<file path="src/rtl/cvs_pkg.sv">
package cvs_pkg;
  typedef enum logic [0:0] {
    CV_IDLE  = 1'b0,
    CV_SWEEP = 1'b1
  } cv_state_e;
endpackage

</file>
<file path="src/rtl/cvs_frame_bits.sv">
module cvs_frame_bits #(
  parameter int N  = 8,
  parameter int IW = $clog2(N)
) (
  input  logic          clk,
  input  logic          rst,
  input  logic          touch_en,
  input  logic [IW-1:0] touch_idx,
  input  logic          inst_en,
  input  logic [IW-1:0] inst_idx,
  input  logic          inst_ref,
  input  logic          clr_en,
  input  logic [IW-1:0] clr_idx,
  output logic [N-1:0]  valid_q,
  output logic [N-1:0]  ref_q
);

  // One slot per frame; a touch beats a clear, an install writes its own flag
  for (genvar g = 0; g < N; g++) begin : g_slot
    logic hit_touch, hit_inst, hit_clr;
    assign hit_touch = touch_en && (touch_idx == IW'(g));
    assign hit_inst  = inst_en  && (inst_idx  == IW'(g));
    assign hit_clr   = clr_en   && (clr_idx   == IW'(g));

    always_ff @(posedge clk) begin
      if (rst) begin
        valid_q[g] <= 1'b0;
        ref_q[g]   <= 1'b0;
      end else if (hit_inst) begin
        valid_q[g] <= 1'b1;
        ref_q[g]   <= inst_ref | hit_touch;
      end else if (hit_touch) begin
        ref_q[g]   <= 1'b1;
      end else if (hit_clr) begin
        ref_q[g]   <= 1'b0;
      end
    end
  end

  // a touch always leaves the flag set, even against a clear
  p_touch_sets_r5: assert property (@(posedge clk) disable iff (rst)
    touch_en |=> ref_q[$past(touch_idx)]);

  // install makes the frame occupied
  p_inst_valid_r7: assert property (@(posedge clk) disable iff (rst)
    inst_en |=> valid_q[$past(inst_idx)]);

  // an uncontested clear drops the flag
  p_clear_drops_r3: assert property (@(posedge clk) disable iff (rst)
    (clr_en && !(touch_en && touch_idx == clr_idx) && !(inst_en && inst_idx == clr_idx))
      |=> !ref_q[$past(clr_idx)]);

endmodule

</file>
<file path="src/rtl/cvs_empty_pick.sv">
module cvs_empty_pick #(
  parameter int N  = 8,
  parameter int IW = $clog2(N)
) (
  input  logic [N-1:0]  valid_q,
  output logic          found,
  output logic [IW-1:0] idx
);

  // Lowest-indexed empty frame wins
  always_comb begin
    found = 1'b0;
    idx   = '0;
    for (int i = N - 1; i >= 0; i--) begin
      if (!valid_q[i]) begin
        found = 1'b1;
        idx   = IW'(i);
      end
    end
  end

endmodule

</file>
<file path="src/rtl/cvs_sweep_fsm.sv">
module cvs_sweep_fsm
  import cvs_pkg::*;
#(
  parameter int N  = 8,
  parameter int IW = $clog2(N)
) (
  input  logic          clk,
  input  logic          rst,
  input  logic          req,
  input  logic          empty_found,
  input  logic [IW-1:0] empty_idx,
  input  logic [N-1:0]  valid_q,
  input  logic [N-1:0]  ref_q,
  input  logic          touch_en,
  input  logic          inst_en,
  output logic          clr_en,
  output logic [IW-1:0] clr_idx,
  output logic          busy,
  output logic          done_q,
  output logic [IW-1:0] victim_q
);

  localparam int CW = $clog2(N + 2);

  cv_state_e     state_q;
  logic [IW-1:0] hand_q;
  logic [IW-1:0] hand_nxt;
  logic          here_valid, here_ref, take_here;

  function automatic logic [IW-1:0] step(input logic [IW-1:0] v);
    return (v == IW'(N - 1)) ? '0 : v + 1'b1;
  endfunction

  assign hand_nxt   = step(hand_q);
  assign here_valid = valid_q[hand_q];
  assign here_ref   = ref_q[hand_q];
  assign take_here  = !here_valid || !here_ref;
  assign clr_en     = (state_q == CV_SWEEP) && !take_here;
  assign clr_idx    = hand_q;
  assign busy       = (state_q == CV_SWEEP);

  always_ff @(posedge clk) begin
    if (rst) begin
      state_q  <= CV_IDLE;
      hand_q   <= '0;
      done_q   <= 1'b0;
      victim_q <= '0;
    end else begin
      done_q <= 1'b0;
      case (state_q)
        CV_IDLE: begin
          if (req) begin
            if (empty_found) begin
              done_q   <= 1'b1;
              victim_q <= empty_idx;
            end else begin
              state_q <= CV_SWEEP;
            end
          end
        end
        CV_SWEEP: begin
          hand_q <= hand_nxt;
          if (take_here) begin
            done_q   <= 1'b1;
            victim_q <= hand_q;
            state_q  <= CV_IDLE;
          end
        end
        default: state_q <= CV_IDLE;
      endcase
    end
  end

  // Checker state: sweep length and whether anything touched the flags meanwhile
  logic [CW-1:0] sweep_cnt;
  logic          disturbed;
  always_ff @(posedge clk) begin
    if (rst) begin
      sweep_cnt <= '0;
      disturbed <= 1'b0;
    end else if (state_q != CV_SWEEP) begin
      sweep_cnt <= '0;
      disturbed <= 1'b0;
    end else begin
      sweep_cnt <= sweep_cnt + 1'b1;
      disturbed <= disturbed | touch_en | inst_en;
    end
  end

  // an undisturbed sweep decides by its (N+1)th examined edge
  p_sweep_bound_r8: assert property (@(posedge clk) disable iff (rst)
    (state_q == CV_SWEEP && !disturbed) |-> (sweep_cnt <= CW'(N)));

  // done is a single-cycle pulse
  p_done_pulse_r9: assert property (@(posedge clk) disable iff (rst)
    done_q |=> !done_q);

  // a sweep victim leaves the hand one past it
  p_hand_after_r4: assert property (@(posedge clk) disable iff (rst)
    (done_q && $past(state_q) == CV_SWEEP) |-> (hand_q == step(victim_q)));

  // an empty-frame answer leaves the hand where it was
  p_empty_keeps_hand_r2: assert property (@(posedge clk) disable iff (rst)
    (done_q && $past(state_q) == CV_IDLE) |-> $stable(hand_q));

  // a request while busy does not restart anything
  p_busy_ignores_r9: assert property (@(posedge clk) disable iff (rst)
    (state_q == CV_SWEEP && !take_here) |=> (state_q == CV_SWEEP));

endmodule

</file>
<file path="src/rtl/clock_victim_sel.sv">
module clock_victim_sel #(
  parameter int N  = 8,
  parameter int IW = $clog2(N)
) (
  input  logic          clk,
  input  logic          rst,
  input  logic          touch_valid,
  input  logic [IW-1:0] touch_idx,
  input  logic          inst_valid,
  input  logic [IW-1:0] inst_idx,
  input  logic          inst_ref,
  input  logic          victim_req,
  output logic          busy,
  output logic          victim_done,
  output logic [IW-1:0] victim_idx
);

  logic [N-1:0]  valid_q, ref_q;
  logic          clr_en;
  logic [IW-1:0] clr_idx;
  logic          empty_found;
  logic [IW-1:0] empty_idx;

  cvs_frame_bits #(.N(N), .IW(IW)) u_bits (
    .clk       (clk),
    .rst       (rst),
    .touch_en  (touch_valid),
    .touch_idx (touch_idx),
    .inst_en   (inst_valid),
    .inst_idx  (inst_idx),
    .inst_ref  (inst_ref),
    .clr_en    (clr_en),
    .clr_idx   (clr_idx),
    .valid_q   (valid_q),
    .ref_q     (ref_q)
  );

  cvs_empty_pick #(.N(N), .IW(IW)) u_pick (
    .valid_q (valid_q),
    .found   (empty_found),
    .idx     (empty_idx)
  );

  cvs_sweep_fsm #(.N(N), .IW(IW)) u_fsm (
    .clk         (clk),
    .rst         (rst),
    .req         (victim_req),
    .empty_found (empty_found),
    .empty_idx   (empty_idx),
    .valid_q     (valid_q),
    .ref_q       (ref_q),
    .touch_en    (touch_valid),
    .inst_en     (inst_valid),
    .clr_en      (clr_en),
    .clr_idx     (clr_idx),
    .busy        (busy),
    .done_q      (victim_done),
    .victim_q    (victim_idx)
  );

  // quiet outputs straight after reset
  p_reset_quiet_r1: assert property (@(posedge clk)
    $past(rst) |-> (!victim_done && !busy));

endmodule

</file>
<file path="config.mk">
export PLATFORM = sky130hd
export DESIGN_NAME = clock_victim_sel
export DESIGN_NICKNAME = d
export VERILOG_FILES = /design/src/rtl/cvs_pkg.sv /design/src/rtl/cvs_frame_bits.sv /design/src/rtl/cvs_empty_pick.sv /design/src/rtl/cvs_sweep_fsm.sv /design/src/rtl/clock_victim_sel.sv
export SDC_FILE = /design/constraint.sdc
export NUM_CORES = 1
export LEC_CHECK = 0
export ABC_AREA = 0
export ABC_CLOCK_PERIOD_IN_PS = 1880
export CORE_ASPECT_RATIO = 1.4
export CORE_MARGIN = 4
export CORE_UTILIZATION = 49
export DETAILED_ROUTE_END_ITERATION = 10
export GPL_ROUTABILITY_DRIVEN = 0
export PLACE_DENSITY_LB_ADDON = 0.15
export RECOVER_POWER = 25
export SLEW_MARGIN = 20
export SYNTH_ARGS = -nofsm -noshare
export SYNTH_HDL_FRONTEND = slang
export SYNTH_SLANG_ARGS = --single-unit
export TNS_END_PERCENT = 1
</file>
<file path="constraint.sdc">
create_clock -name clk -period 1.88 [get_ports clk]
set_input_delay 0.564 -clock clk [delete_from_list [all_inputs] [get_ports clk]]
set_output_delay 0.564 -clock clk [all_outputs]
set_load 0.005 [all_outputs]
</file>
==> impl_metrics.ini, run 1 <==
[timing]
fmax_mhz = 528
skew_ns = 0.00485
worst-slew-pin-transition_ns = 0.415
grt_setup_unrepaired = true
timing.final.crit_share = 1.01
setup_ws_ns = -0.0142
setup_viol = 1
final_max_slew_viol_count = 0
finalCriticalPeriod_ns = 1.89
maxSlewHeadroom = 0.721
hold_viol_final = 0

[floorplan]
core_area_sq_mm = 0.00267
die_w_microns = 53.1
fp.dieArea_sq_mm = 0.00377
start_util = 0.522
num_rows = 22
die_h_microns = 71.1
num_io_pins = 17

[clock_tree]
postCtsHoldBufs = 0
cts_tree = yes
cts_made_buffers = 3
h-tree-depth = 1
clk_pin_slew_ns = 0.12
insertion_delay_ns = 0.31
clockBufferDepth = 2
cts.sinks = 24
root_buffer = clkbuf_4

[critical_path]
r2r.worst_path.cells = 4
crit_slowest_cell = mux4_2
reg2reg_from = u_bits.ref_q[7]$_SDFFE_PP0P_
path_buf_inv = 0
cpLargestDelayFamily = multiplexers
worstSetupPathType = reg2reg
cp-startpoint = u_bits.ref_q[7]$_SDFFE_PP0P_
rrSetupSlack_ns = -0.01
cp.required_ns = 2.09
critPathMaxStageDelay_ns = 0.48
worst-path-stages = 4
cp_data_arrival_time_ns = 2.10
endpoint_kind = register
cp_max_fo = 3
worstSetupStartpointType = register
cp_cell_sequence = and2_1 > mux4_2 > a222oi_1 > mux2_1
r2r_end = u_fsm.victim_q[0]$_SDFFE_PP0P_

[route]
wl_per_cell_microns = 15.3
drt_iter0_drc = 83
routed_wl_microns = 3810
num_vias = 1471
drt_pass1_iterations = 5
vias_per_cell = 5.91
antenna_left = 0
drc = 0

[finish]
final_cell_mix = 31 x buf_4, 23 x nor2_1, 20 x dfxtp_1
drive_gt1_frac = 0.230
final_area_sq_mm = 0.00186
final_common_cell = buf_4
nNetsFinal = 233
area_delta_synth_final_pct = 33.8
antenna_cells = 0

[synth]
syn-cell-area_sq_mm = 0.00139
ys_async_sr_fraction = 0
yosys.area_share.adder = 0.0539
yosysWarnings = 0
synth_xor_area_frac = 0
synth_top_area_share = 0.345
avgSynthCellArea_sq_um = 8.49
ys_ff_latch = 24
ys_types = 42
synth_compound_gate_area_share = 0.199
syn_nets = 182
synth_cells = 164
ys_top_cells_by_area = dfxtp_1 35%, nor2_1 6.2%, ha_1 5.4%
synth-simple-area-share = 0.281
yosys.area.top_type = dfxtp_1
ys.flop_type = dfxtp_1
synth_edf_count = 0
ys_seq_area_frac = 0.345
synthMuxAreaShare = 0.0827
synth_top_family_by_area = simple AND/OR/NAND/NOR gates

[power_and_ir_drop]
ir_worst_vdd_uv = 433
power_leakage_nw = 0.731
power.density_mw_per_mm2 = 488
finalPower_uw = 909

[min_path]
min_to = u_bits.ref_q[6]$_SDFFE_PP0P_
min-delay-start = u_bits.ref_q[6]$_SDFFE_PP0P_
min_path_cells = 2
hold_class = reg2reg

[flow_run]
drv_cap = 0

[grt]
busiest_layer = met2
grt_use_total = 0.220
use_met2 = 0.392
gr-total-overflow = 0
gr-usage-met1 = 0.252
grt_max_degree = 14
grt_pass1_wl_microns = 6170
grt_use_met3 = 0.0232
antenna_found_initial = 0
grt_pass1_vias = 1356

[run_status]
status = complete, but fails checks
violations = setup timing

[place]
hpwl_microns = 3120
placed_cell_area_sq_mm = 0.00182
numPortBuffers = 16
-- power breakdown --
part / leakage (nW) / total, mW / switching [mW] / internal, mW
clock network: 0.0138 / 0.221 / 0.146 / 0.0749
registers: 0.197 / 0.539 / 0.0109 / 0.528
logic: 0.520 / 0.149 / 0.0690 / 0.0804
total: 0.731 / 0.909 / 0.226 / 0.683
-- Yosys cell counts, types with 3 or more instances --
cell type  number
and2_1          8
nand4_1         4
mux4_2          3
a32oi_1         4
o21a_1          3
o22ai_1         6
ha_1            6
nor3_1          5
dfxtp_1        24
clkbuf_1        4
nand3b_1        4
inv_1           8
a21oi_1         4
nor2b_1         4
nor2_1         23
a22oi_1         4
nand2_1        16
-- cells by family after synthesis --
| family | after synthesis |
|---|---|
| buffers and inverters | 14 |
| flip-flops | 24 |
| adder cells (fa/ha/maj) | 6 |
| multiplexers | 6 |
| AO/OA/AOI/OAI | 37 |
| AND/OR/NAND/NOR | 77 |
-- per-stage QoR --
stage | setup slack (ns) | setup TNS (ns) | hold slack, ns | cells | utilization
after global routing | -0.0528 | -0.0528 | 0.528 | 249 | 0.698
after global placement | -0.0626 | -0.0802 | 0.474 | 244 | 0.683
final | -0.0142 | -0.0142 | 0.502 | 249 | 0.698
after detailed placement | -0.107 | -0.353 | 0.493 | 244 | 0.683
after floorplan | 0.0270 | 0 | 0.454 | 164 | -
after CTS | -0.00708 | -0.00708 | 0.500 | 247 | 0.693
-- worst max path at each step --
stage	end	slack [ns]
after floorplan	u_fsm.victim_q[0]$_SDFFE_PP0P_	0.03
after global placement	u_fsm.victim_q[0]$_SDFFE_PP0P_	-0.06
after detailed placement	u_fsm.victim_q[0]$_SDFFE_PP0P_	-0.11
after CTS	u_fsm.victim_q[0]$_SDFFE_PP0P_	-0.007
after global routing	u_fsm.victim_q[0]$_SDFFE_PP0P_	-0.05
final	u_fsm.victim_q[0]$_SDFFE_PP0P_	-0.01
-- sequential cells by signal, summed over array words and instances, names as in the netlist --
name / count
u_bits.ref_q: 8
u_bits.valid_q: 8
u_fsm.busy: 1
u_fsm.clr_idx: 3
u_fsm.done_q: 1
u_fsm.victim_q: 3
-- worst min-delay path, cell delays in order (launching register included) --
cell and delay, ns:
dfxtp_2 0.35, nand2_1 0.06, o32ai_1 0.07
-- what timing repair did --
| item | 4_1_cts | 5_1_grt |
|---|---|---|
| pin swaps | 0 | 2 |
| endpoints found under the setup margin | 1 | 1 |
| buffers inserted | 0 | 2 |
| resized for setup | 3 | 3 |
| cloned | 0 | 0 |
-- cell type report --
| cell class | instances | area, sq um |
|---|---|---|
| clock buffer | 3 | 22.5 |
| fill | 226 | 807 |
| inverter | 10 | 37.5 |
| multi-input combinational | 126 | 865 |
| sequential | 24 | 485 |
| tap | 36 | 45.0 |
| timing repair buffer | 50 | 408 |
-- layer usage --
metal  share of wire  routed length (microns)
met5               0                        0
met4           0.048                      181
met3           0.058                      220
met2            0.51                     1940
met1            0.38                     1460
Power figures use the tool's default switching activity.
==> run 2: changes to the inputs <==
--- a/config.mk
+++ b/config.mk
@@ -9,7 +9,7 @@
 export ABC_CLOCK_PERIOD_IN_PS = 1880
 export CORE_ASPECT_RATIO = 1.4
 export CORE_MARGIN = 4
-export CORE_UTILIZATION = 49
+export CORE_UTILIZATION = 40
 export DETAILED_ROUTE_END_ITERATION = 10
 export GPL_ROUTABILITY_DRIVEN = 0
 export PLACE_DENSITY_LB_ADDON = 0.15
==> run 2 against run 1 <==
  * Flip-flop and latch count unchanged
  * Fmax down 0.15%
  * Sequential power about the same
  * Power up 15%
  * The run still ends with setup timing left
  * Non-clock buffer count up 1
  * Setup slack worse by 0.0028 ns
  * Critical endpoint unchanged
  * First-iteration DRC count down 19%
  * Clock power up 60%
  * Largest power group unchanged
==> impl_metrics.ini, run 2 (synthesis gave the netlist of run 1 again) <==
[run_status]
status = complete, but fails checks
violations = setup timing

[critical_path]
r2r.worst_path.cells = 4
cp_max_fo = 2
cp.required_ns = 2.04
cp_data_arrival_time_ns = 2.05
r2r_end = u_fsm.victim_q[0]$_SDFFE_PP0P_
reg2reg_from = u_bits.valid_q[4]$_SDFFE_PP0P_
worstSetupStartpointType = register
rrSetupSlack_ns = -0.02
worstSetupPathType = reg2reg
endpoint_kind = register

[finish]
top_regs = u_bits.ref_q: 8 flops, u_bits.valid_q: 8 flops
multi_input_area_sq_um = 860
nFillCells = 329
final_common_cell = buf_4
antenna_cells = 0
seq_area_sq_um = 484
final_cell_mix = 32 x buf_4, 23 x nor2_1, 21 x dfxtp_1
area_delta_synth_final_pct = 37.7
nNetsFinal = 234
drive_gt1_frac = 0.228

[power_and_ir_drop]
power.density_mw_per_mm2 = 543
finalPower_mw = 1.04
power_leakage_nw = 0.756
ir_worst_vdd_uv = 454

[timing]
fmax_mhz = 527
timing.final.crit_share = 1.01
skew_ns = 0.00227
hold_viol_final = 0
worst-slew-pin-transition_ns = 0.421
finalCriticalPeriod_ns = 1.90
maxSlewHeadroom = 0.720
final_max_slew_viol_count = 0
grt_setup_unrepaired = true
setup_ws_ns = -0.0170
setup_viol = 1

[grt]
grt_pass1_wl_microns = 6180
grt_pass1_vias = 1435
gr-total-overflow = 0
grt_use_total = 0.177
grt_max_degree = 15
antenna_found_initial = 0

[clock_tree]
insertion_delay_ns = 0.26
cts_setup_buffers = 0
root_buffer = clkbuf_8
cts_tree = yes
h-tree-depth = 1
clockBufferDepth = 2
clk_pin_slew_ns = 0.09
cts_made_buffers = 3
cts.sinks = 24

[flow_run]
drv_cap = 0

[floorplan]
core_area_sq_mm = 0.00338
start_util = 0.412
die_h_microns = 77.8
fp.dieArea_sq_mm = 0.00450
num_rows = 25
num_io_pins = 17
die_w_microns = 57.9

[place]
place_ws_ns = -0.0876
numPortBuffers = 16
hpwl_microns = 3100

[min_path]
min_to = u_bits.ref_q[6]$_SDFFE_PP0P_
hold_class = reg2reg
min-delay-start = u_bits.ref_q[6]$_SDFFE_PP0P_
min_path_cells = 2

[route]
drc = 0
num_vias = 1405
drt_iter0_drc = 67
drt_pass1_iterations = 6
wl_per_cell_microns = 15.0
vias_per_cell = 5.51
antenna_left = 0
routed_wl_microns = 3820
run 2: cell types whose count changed in the layout (fill, tap and decap cells not counted):
cell / previous run / this run
dfxtp_2: 4 / 3
buf_12: 0 / 1
buf_4: 31 / 32
and2_1: 7 / 8
dfxtp_1: 20 / 21
dlygate4sd3_1: 1 / 3
and2_0: 0 / 1
clkbuf_1: 2 / 1
clkbuf_4: 4 / 1
clkdlybuf4s50_1: 15 / 13
clkbuf_8: 0 / 4
and2_4: 2 / 0
run 2: power breakdown:
part	internal [mW]	switching, mW	leakage, nW
registers	0.527	0.0100	0.197
clock network	0.187	0.166	0.0288
logic	0.0835	0.0688	0.530
run 2: repair_timing:
action	CTS	global route
hold endpoints to repair	0	0
hold buffers	0	0
setup endpoints to repair	0	2
gates resized for setup	0	3
run 2: worst max path at each step:
stage	slack, ns	endpoint	startpoint	depth (start not counted)
after floorplan	0.03	u_fsm.victim_q[0]$_SDFFE_PP0P_	u_fsm.clr_idx[1]$_SDFFE_PP0P_	4
after global placement	-0.05	u_fsm.victim_q[0]$_SDFFE_PP0P_	victim_req	4
after detailed placement	-0.09	u_fsm.victim_q[0]$_SDFFE_PP0P_	victim_req	4
after CTS	0.001	u_fsm.victim_q[0]$_SDFFE_PP0P_	u_bits.valid_q[4]$_SDFFE_PP0P_	4
after global routing	-0.09	u_fsm.victim_q[0]$_SDFFE_PP0P_	u_bits.ref_q[4]$_SDFFE_PP0P_	4
final	-0.02	u_fsm.victim_q[0]$_SDFFE_PP0P_	u_bits.valid_q[4]$_SDFFE_PP0P_	4
run 2: routing by layer:
layer  wire [microns]  vias to the layer above  track usage
li1                 -                      706            -
met4               86                        0       0.0742
met1             1510                      635        0.186
met5                0                        -            0
met3              213                       12       0.0349
met2             2010                       52        0.329
run 2: through the flow:
stage | instances | hold slack (ns) | setup TNS [ns] | utilization | instance area [sq um]
detailed placement | 251 | 0.485 | -0.287 | 0.551 | 1860
floorplan | 164 | 0.454 | 0 | - | 1390
finish | 255 | 0.489 | -0.0170 | 0.568 | 1920
CTS | 255 | 0.498 | 0 | 0.568 | 1920
global route | 255 | 0.508 | -0.0862 | 0.568 | 1920
global placement | 251 | 0.471 | -0.103 | 0.551 | 1860
run 2: critical path: stages (launching register included):
cell,delay [ns]
dfxtp_2,0.33
and2_0,0.13
mux4_2,0.49
a222oi_1,0.47
mux2_1,0.36
run 2: area by class of cell:
class	instances	area share
timing repair buffer	51	0.225
clock buffer	4	0.0287
tap	40	0.0261
multi-input combinational	126	0.448
inverter	10	0.0196
sequential	24	0.252
